--- src/rtl/sx_pkg.sv ---
package sx_pkg;
  localparam int BYTE_W = 8;
  localparam logic [BYTE_W-1:0] BREAK_PFX = 8'hF0;
  localparam logic [BYTE_W-1:0] EXT_PFX   = 8'hE0;
  localparam logic [BYTE_W-1:0] SHIFT_L   = 8'h12;
  localparam logic [BYTE_W-1:0] SHIFT_R   = 8'h59;
  localparam logic [BYTE_W-1:0] CAPS_KEY  = 8'h58;
  localparam logic [BYTE_W-1:0] CASE_GAP  = 8'h20;

  typedef struct packed {
    logic emit;
    logic raw;
    logic upper;
  } ctrlStrobes_t;

  typedef struct packed {
    logic              hit;
    logic              letter;
    logic [BYTE_W-1:0] ascii;
  } lookup_t;
endpackage

--- src/rtl/sx_ctrl.sv ---
module sx_ctrl
  import sx_pkg::*;
(
  input  logic              clk,
  input  logic              rstN,
  input  logic              inValid,
  input  logic [BYTE_W-1:0] inByte,
  input  logic              rawMode,
  input  logic              repeatEn,
  output ctrlStrobes_t      strobes
);
  logic brkPend, extPend, shiftL, shiftR, lockOn;
  logic [BYTE_W-1:0] heldKey;

  logic isBrk, isExt, isPrefix, plainMake, repeatHit;

  always_comb begin
    isBrk     = (inByte == BREAK_PFX);
    isExt     = (inByte == EXT_PFX);
    isPrefix  = isBrk | isExt;
    plainMake = !isPrefix && !brkPend && !extPend;
    repeatHit = plainMake && (heldKey != '0) && (inByte == heldKey);
    strobes.raw   = rawMode;
    strobes.upper = (shiftL | shiftR) ^ lockOn;
    strobes.emit  = inValid && (rawMode || (plainMake && (repeatEn || !repeatHit)));
  end

  always_ff @(posedge clk or negedge rstN) begin
    if (!rstN) begin
      brkPend <= 1'b0;
      extPend <= 1'b0;
      shiftL  <= 1'b0;
      shiftR  <= 1'b0;
      lockOn  <= 1'b0;
      heldKey <= '0;
    end else if (inValid) begin
      if (isBrk) begin
        brkPend <= 1'b1;
      end else if (isExt) begin
        extPend <= 1'b1;
      end else begin
        brkPend <= 1'b0;
        extPend <= 1'b0;
        if (!extPend) begin
          if (brkPend) begin
            if (inByte == SHIFT_L) shiftL <= 1'b0;
            if (inByte == SHIFT_R) shiftR <= 1'b0;
            if (inByte == heldKey) heldKey <= '0;
          end else begin
            if (inByte == SHIFT_L) shiftL <= 1'b1;
            if (inByte == SHIFT_R) shiftR <= 1'b1;
            if (inByte == CAPS_KEY && !repeatHit) lockOn <= !lockOn;
            heldKey <= inByte;
          end
        end
      end
    end
  end
endmodule

--- src/rtl/sx_datapath.sv ---
module sx_datapath
  import sx_pkg::*;
(
  input  logic              clk,
  input  logic              rstN,
  input  logic [BYTE_W-1:0] inByte,
  input  ctrlStrobes_t      strobes,
  output logic              outValid,
  output logic [BYTE_W-1:0] outByte
);
  function automatic lookup_t mapCode(input logic [BYTE_W-1:0] code);
    lookup_t r;
    r.hit = 1'b1;
    r.letter = 1'b1;
    r.ascii = '0;
    case (code)
      8'h1C: r.ascii = 8'h61; 8'h32: r.ascii = 8'h62; 8'h21: r.ascii = 8'h63;
      8'h23: r.ascii = 8'h64; 8'h24: r.ascii = 8'h65; 8'h2B: r.ascii = 8'h66;
      8'h34: r.ascii = 8'h67; 8'h33: r.ascii = 8'h68; 8'h43: r.ascii = 8'h69;
      8'h3B: r.ascii = 8'h6A; 8'h42: r.ascii = 8'h6B; 8'h4B: r.ascii = 8'h6C;
      8'h3A: r.ascii = 8'h6D; 8'h31: r.ascii = 8'h6E; 8'h44: r.ascii = 8'h6F;
      8'h4D: r.ascii = 8'h70; 8'h15: r.ascii = 8'h71; 8'h2D: r.ascii = 8'h72;
      8'h1B: r.ascii = 8'h73; 8'h2C: r.ascii = 8'h74; 8'h3C: r.ascii = 8'h75;
      8'h2A: r.ascii = 8'h76; 8'h1D: r.ascii = 8'h77; 8'h22: r.ascii = 8'h78;
      8'h35: r.ascii = 8'h79; 8'h1A: r.ascii = 8'h7A;
      default: begin
        r.letter = 1'b0;
        case (code)
          8'h45: r.ascii = 8'h30; 8'h16: r.ascii = 8'h31; 8'h1E: r.ascii = 8'h32;
          8'h26: r.ascii = 8'h33; 8'h25: r.ascii = 8'h34; 8'h2E: r.ascii = 8'h35;
          8'h36: r.ascii = 8'h36; 8'h3D: r.ascii = 8'h37; 8'h3E: r.ascii = 8'h38;
          8'h46: r.ascii = 8'h39; 8'h29: r.ascii = 8'h20; 8'h5A: r.ascii = 8'h0D;
          default: r.hit = 1'b0;
        endcase
      end
    endcase
    return r;
  endfunction

  lookup_t hitInfo;
  logic [BYTE_W-1:0] xlated;

  always_comb begin
    hitInfo = mapCode(inByte);
    xlated  = (hitInfo.letter && strobes.upper) ? hitInfo.ascii - CASE_GAP : hitInfo.ascii;
  end

  always_ff @(posedge clk or negedge rstN) begin
    if (!rstN) begin
      outValid <= 1'b0;
      outByte  <= '0;
    end else begin
      outValid <= strobes.emit && (strobes.raw || hitInfo.hit);
      if (strobes.emit) outByte <= strobes.raw ? inByte : xlated;
    end
  end
endmodule

--- src/rtl/scan_ascii_xlat.sv ---
module scan_ascii_xlat
  import sx_pkg::*;
(
  input  logic              clk,
  input  logic              rstN,
  input  logic              inValid,
  input  logic [BYTE_W-1:0] inByte,
  input  logic              rawMode,
  input  logic              repeatEn,
  output logic              outValid,
  output logic [BYTE_W-1:0] outByte
);
  ctrlStrobes_t strobes;

  sx_ctrl i_ctrl (
    .clk(clk), .rstN(rstN), .inValid(inValid), .inByte(inByte),
    .rawMode(rawMode), .repeatEn(repeatEn), .strobes(strobes)
  );

  sx_datapath i_dp (
    .clk(clk), .rstN(rstN), .inByte(inByte), .strobes(strobes),
    .outValid(outValid), .outByte(outByte)
  );
endmodule

--- config.mk ---
export PLATFORM = sky130hd
export DESIGN_NAME = scan_ascii_xlat
export DESIGN_NICKNAME = d
export VERILOG_FILES = /design/src/rtl/sx_pkg.sv /design/src/rtl/sx_ctrl.sv /design/src/rtl/sx_datapath.sv /design/src/rtl/scan_ascii_xlat.sv
export SDC_FILE = /design/constraint.sdc
export NUM_CORES = 1
export LEC_CHECK = 0
export ABC_AREA = 1
export BUFFER_PORTS_ARGS = -buffer_cell sky130_fd_sc_hd__clkbuf_2
export CORE_ASPECT_RATIO = 1.75
export CORE_MARGIN = 2
export CORE_UTILIZATION = 49
export CTS_CLUSTER_SIZE = 16
export DETAILED_ROUTE_END_ITERATION = 8
export PLACE_DENSITY = 0.69
export SETUP_SLACK_MARGIN = 0.4
export SLEW_MARGIN = 20
export SYNTH_ARGS = -nofsm -noshare
export SYNTH_HDL_FRONTEND = slang
export SYNTH_SLANG_ARGS = --single-unit
--- constraint.sdc ---
create_clock -name clk -period 1.7 [get_ports clk]
set_input_delay 0.085 -clock clk [delete_from_list [all_inputs] [get_ports clk]]
set_output_delay 0.085 -clock clk [all_outputs]
set_load 0.005 [all_outputs]
==> results by group <==
Die
  • Core Region: ~3400 um^2
  • I/O pin cnt: 22
  • Die area: between 4000 and 5000 um^2
  • Die X: a little under 50 um
  • Rows: 28
  • Die H: ~83 um
  • Initial Util: between 50% and 60%

Synth
  • Top post-synthesis cells by area: dfrtp_1, nand2_1, nor2_1
  • Syn Area/Cell: ~6.1 um^2
  • Most frequent cells after synthesis: nand2_1, nor2_1, dfrtp_1
  • Compound-cell area share of the yosys netlist: about a tenth
  • Post-Synth Adder-Cell Area: 0%
  • Yosys reg bits: 22
  • Top FF cell, synth: dfrtp_1
  • Post-synthesis instance area: 1770 um^2
  • Gate Count Post-Synth: 290
  • Syn Nets: between 300 and 400
  • Yosys Warn Count: 0
  • Sequential share of the synthesized area: between 30% and 40%
  • Area fraction in and, or, nand and nor cells after synthesis: between 40% and 50%
  • EDFF count, synth: 0
  • Most frequent cell after synthesis: nand2_1
  • Largest family of logic cells by synthesized area: simple AND/OR/NAND/NOR gates
  • Mux contribution to synthesized area: 0%
  • Ys async rst share: between 90% and 100%
  • Synth Area in XOR/XNOR: 3.96%
  • Synth cell types: 26
  • Top cell type's share of synthesized area: between 30% and 40%
  • Cell taking the most area after synthesis: dfrtp_1

Global routing
  • GRT Total Usage: about 27%
  • GRT overflow: 0
  • Pin count of the biggest net entering global routing: 23
  • First-pass GRT wire length: about 8700 um
  • Vias in the first global route: 1994
  • Antenna violations before repair: 0

Critical path
  • CP max FO: 3
  • Worst R2R Path Depth: 6
  • CP peak stage delay: 0.40 ns
  • Worst setup path endpoint: i_dp.outByte[5]
  • Crit-path slowest cell: dfrtp_1
  • R2r setup slk: 0.19 ns
  • Critical Path End Type: flop
  • Worst flop-to-flop path startpoint: i_ctrl.heldKey[1]
  • Worst Path Arrival: about 1.7 ns
  • Kind of critical path: reg -> reg
  • Critical Path, Cell by Cell: nor4_1 > nand2_1 > nand3_1 > nand2_2 > a21boi_0 > a21oi_2
  • Startpoint type of the worst setup path: flop
  • Crit path required time: 1.86 ns
  • Critical path origin: i_ctrl.heldKey[1]
  • RR Endpoint: i_dp.outByte[5]

Detailed routing
  • Vias per Instance: around 5.4
  • Routed WL: approximately 5200 um
  • Vias: 2022
  • 1st-iter DRT viols: 70
  • Drt pass-1 iters: 4
  • Number of remaining DRC errors: 0
  • Antenna-violating nets left: 0
  • Drt wl/cell: 13.9 um

STA
  • Period utilisation layout: 88.7%
  • Slew headroom: a little over three fifths
  • Worst slew pin tran: around 0.55 ns
  • Clock Skews: between 0.005 and 0.006 ns
  • Final hold slack: around 0.13 ns
  • Slack of the critical path: 0.192 ns
  • Max-slew violation count: 0
  • RSZ-0062 raised after global routing: true
  • Final hold viol count: 0
  • Fin crit period: between 1.5 and 2 ns
  • Setup-failing EPs final: 0
  • Fmax: ~660 MHz

Place
  • PortBufs: 21
  • GP Congestion: around 0.96
  • Post-DP HPWL: around 4000 um
  • Place WS: -0.00563 ns

Hold path
  • HP Class: in -> reg

Finish
  • Layout cells sized above 1: between 20% and 30%
  • Antenna cells: 0
  • Area grow syn2layout: 20.8%
  • Final nets: about 340
  • Fill cells: 361
  • Core Util, Final: around 62%

CTS
  • TritonCTS Buffers: 3
  • # H-tree levels: 1
  • Clk sink count: 22
  • Max Root-Sink Buffers: 2
  • CTS tree: yes
  • Clock Latency Late Sink: approximately 0.27 ns
  • Root Buffer Master: clkbuf_8
  • Reg clk slew, reported paths: 0.08 ns

Flow run
  • Max_cap viols: 0

Pwr
  • PwrDens: roughly 670 nW/um^2
  • LEAKAGE: 0.00115 uW
  • Maximum vdd drop: 0.588 mV

Status
  • Status: complete, no violations
-- worst min-delay path by stage --
| stage | start | to | slack, ns | cells past startpoint |
|---|---|---|---|---|
| 6_report | inByte[6] | i_ctrl.heldKey[6] | 0.13 | 3 |
| 2_1_floorplan | rstN | i_ctrl.brkPend | -0.21 | 0 |
| 3_3_place_gp | rstN | i_dp.outByte[4] | 0.08 | 1 |
| 3_5_place_dp | rstN | i_dp.outByte[0] | 0.09 | 1 |
| 5_1_grt | inByte[6] | i_ctrl.heldKey[6] | 0.14 | 3 |
| 4_1_cts | inByte[6] | i_ctrl.heldKey[6] | 0.12 | 3 |
-- cells in the final DEF, fill, tap and decap left out, types with 3 or more instances in the layout --
cell and n:
nor3_1 3, nand2_2 11, o21ai_1 8, inv_1 15
nor2_1 46, xor2_1 7, inv_2 6, o21ai_0 13
buf_4 16, nand4_1 8, nand2_1 97, clkbuf_8 4
nor2_2 9, clkbuf_2 21, a21oi_1 3, nand3_1 19
nor4_1 3, dfrtp_1 22
-- cells by family (layout without fill, tap and decap cells) --
family          count (synthesis)  in the layout
flops                          22             22
compound gates                 32             32
buf+inv                        26             64
xor+xnor                        8              8
simple gates                  202            202
-- worst max-delay path: cells and delay by family, from the launching register on --
| kind | cells | cell delay, ns |
|---|---|---|
| AOI/OAI and AO/OA | 2 | 0.32 |
| and+or+nand+nor | 4 | 0.68 |
| DFF | 1 | 0.40 |
-- flip-flops by register name (all words and copies together) (netlist names) --
signal,count
i_ctrl.heldKey,8
i_dp.outByte,8
i_ctrl.brkPend,1
i_ctrl.extPend,1
i_ctrl.lockOn,1
i_ctrl.shiftL,1
i_ctrl.shiftR,1
i_dp.outValid,1
-- stage by stage --
step	area (um^2)	power (uW)	setup TNS (ns)	instances
2_1_floorplan	1770	854	0	290
3_3_place_gp	1960	990	0	360
3_5_place_dp	1960	997	-0.0101	360
4_1_cts	2110	1430	0	373
5_1_grt	2140	1520	0	373
6_report	2140	1440	0	373
-- repair_timing --
| action | CTS | global route |
|---|---|---|
| endpoints found under the setup margin | 18 | 19 |
| pin swaps | 9 | 6 |
| resized for setup | 10 | 14 |
| hold endpoints to repair | 22 | 0 |
| setup buffers | 8 | 0 |
| hold buffers | 1 | 0 |
-- metal layers --
layer  up-vias  GRT usage, %  routed length [um]
met2        63          48.4                2800
li1       1015             -                   -
met5         -             0                   0
met1       923          28.8                1970
met3        21          2.69                 170
met4         0          17.9                 235
-- where the power goes --
group / internal (uW) / switching [uW]
sequential: 592 / 49.5
clock: 207 / 174
combinational: 174 / 245
-- layout make-up --
cell class / count / area (um^2) / share of cell area [%]
clock buffers: 4 / 55.1 / 2.58
inverters: 22 / 87.6 / 4.10
multi-input cells: 242 / 1150 / 53.9
flip-flops and latches: 22 / 551 / 25.8
well taps: 45 / 56.3 / 2.63
repair buffers: 38 / 235 / 11.0
(Power assumes the default switching activity.)
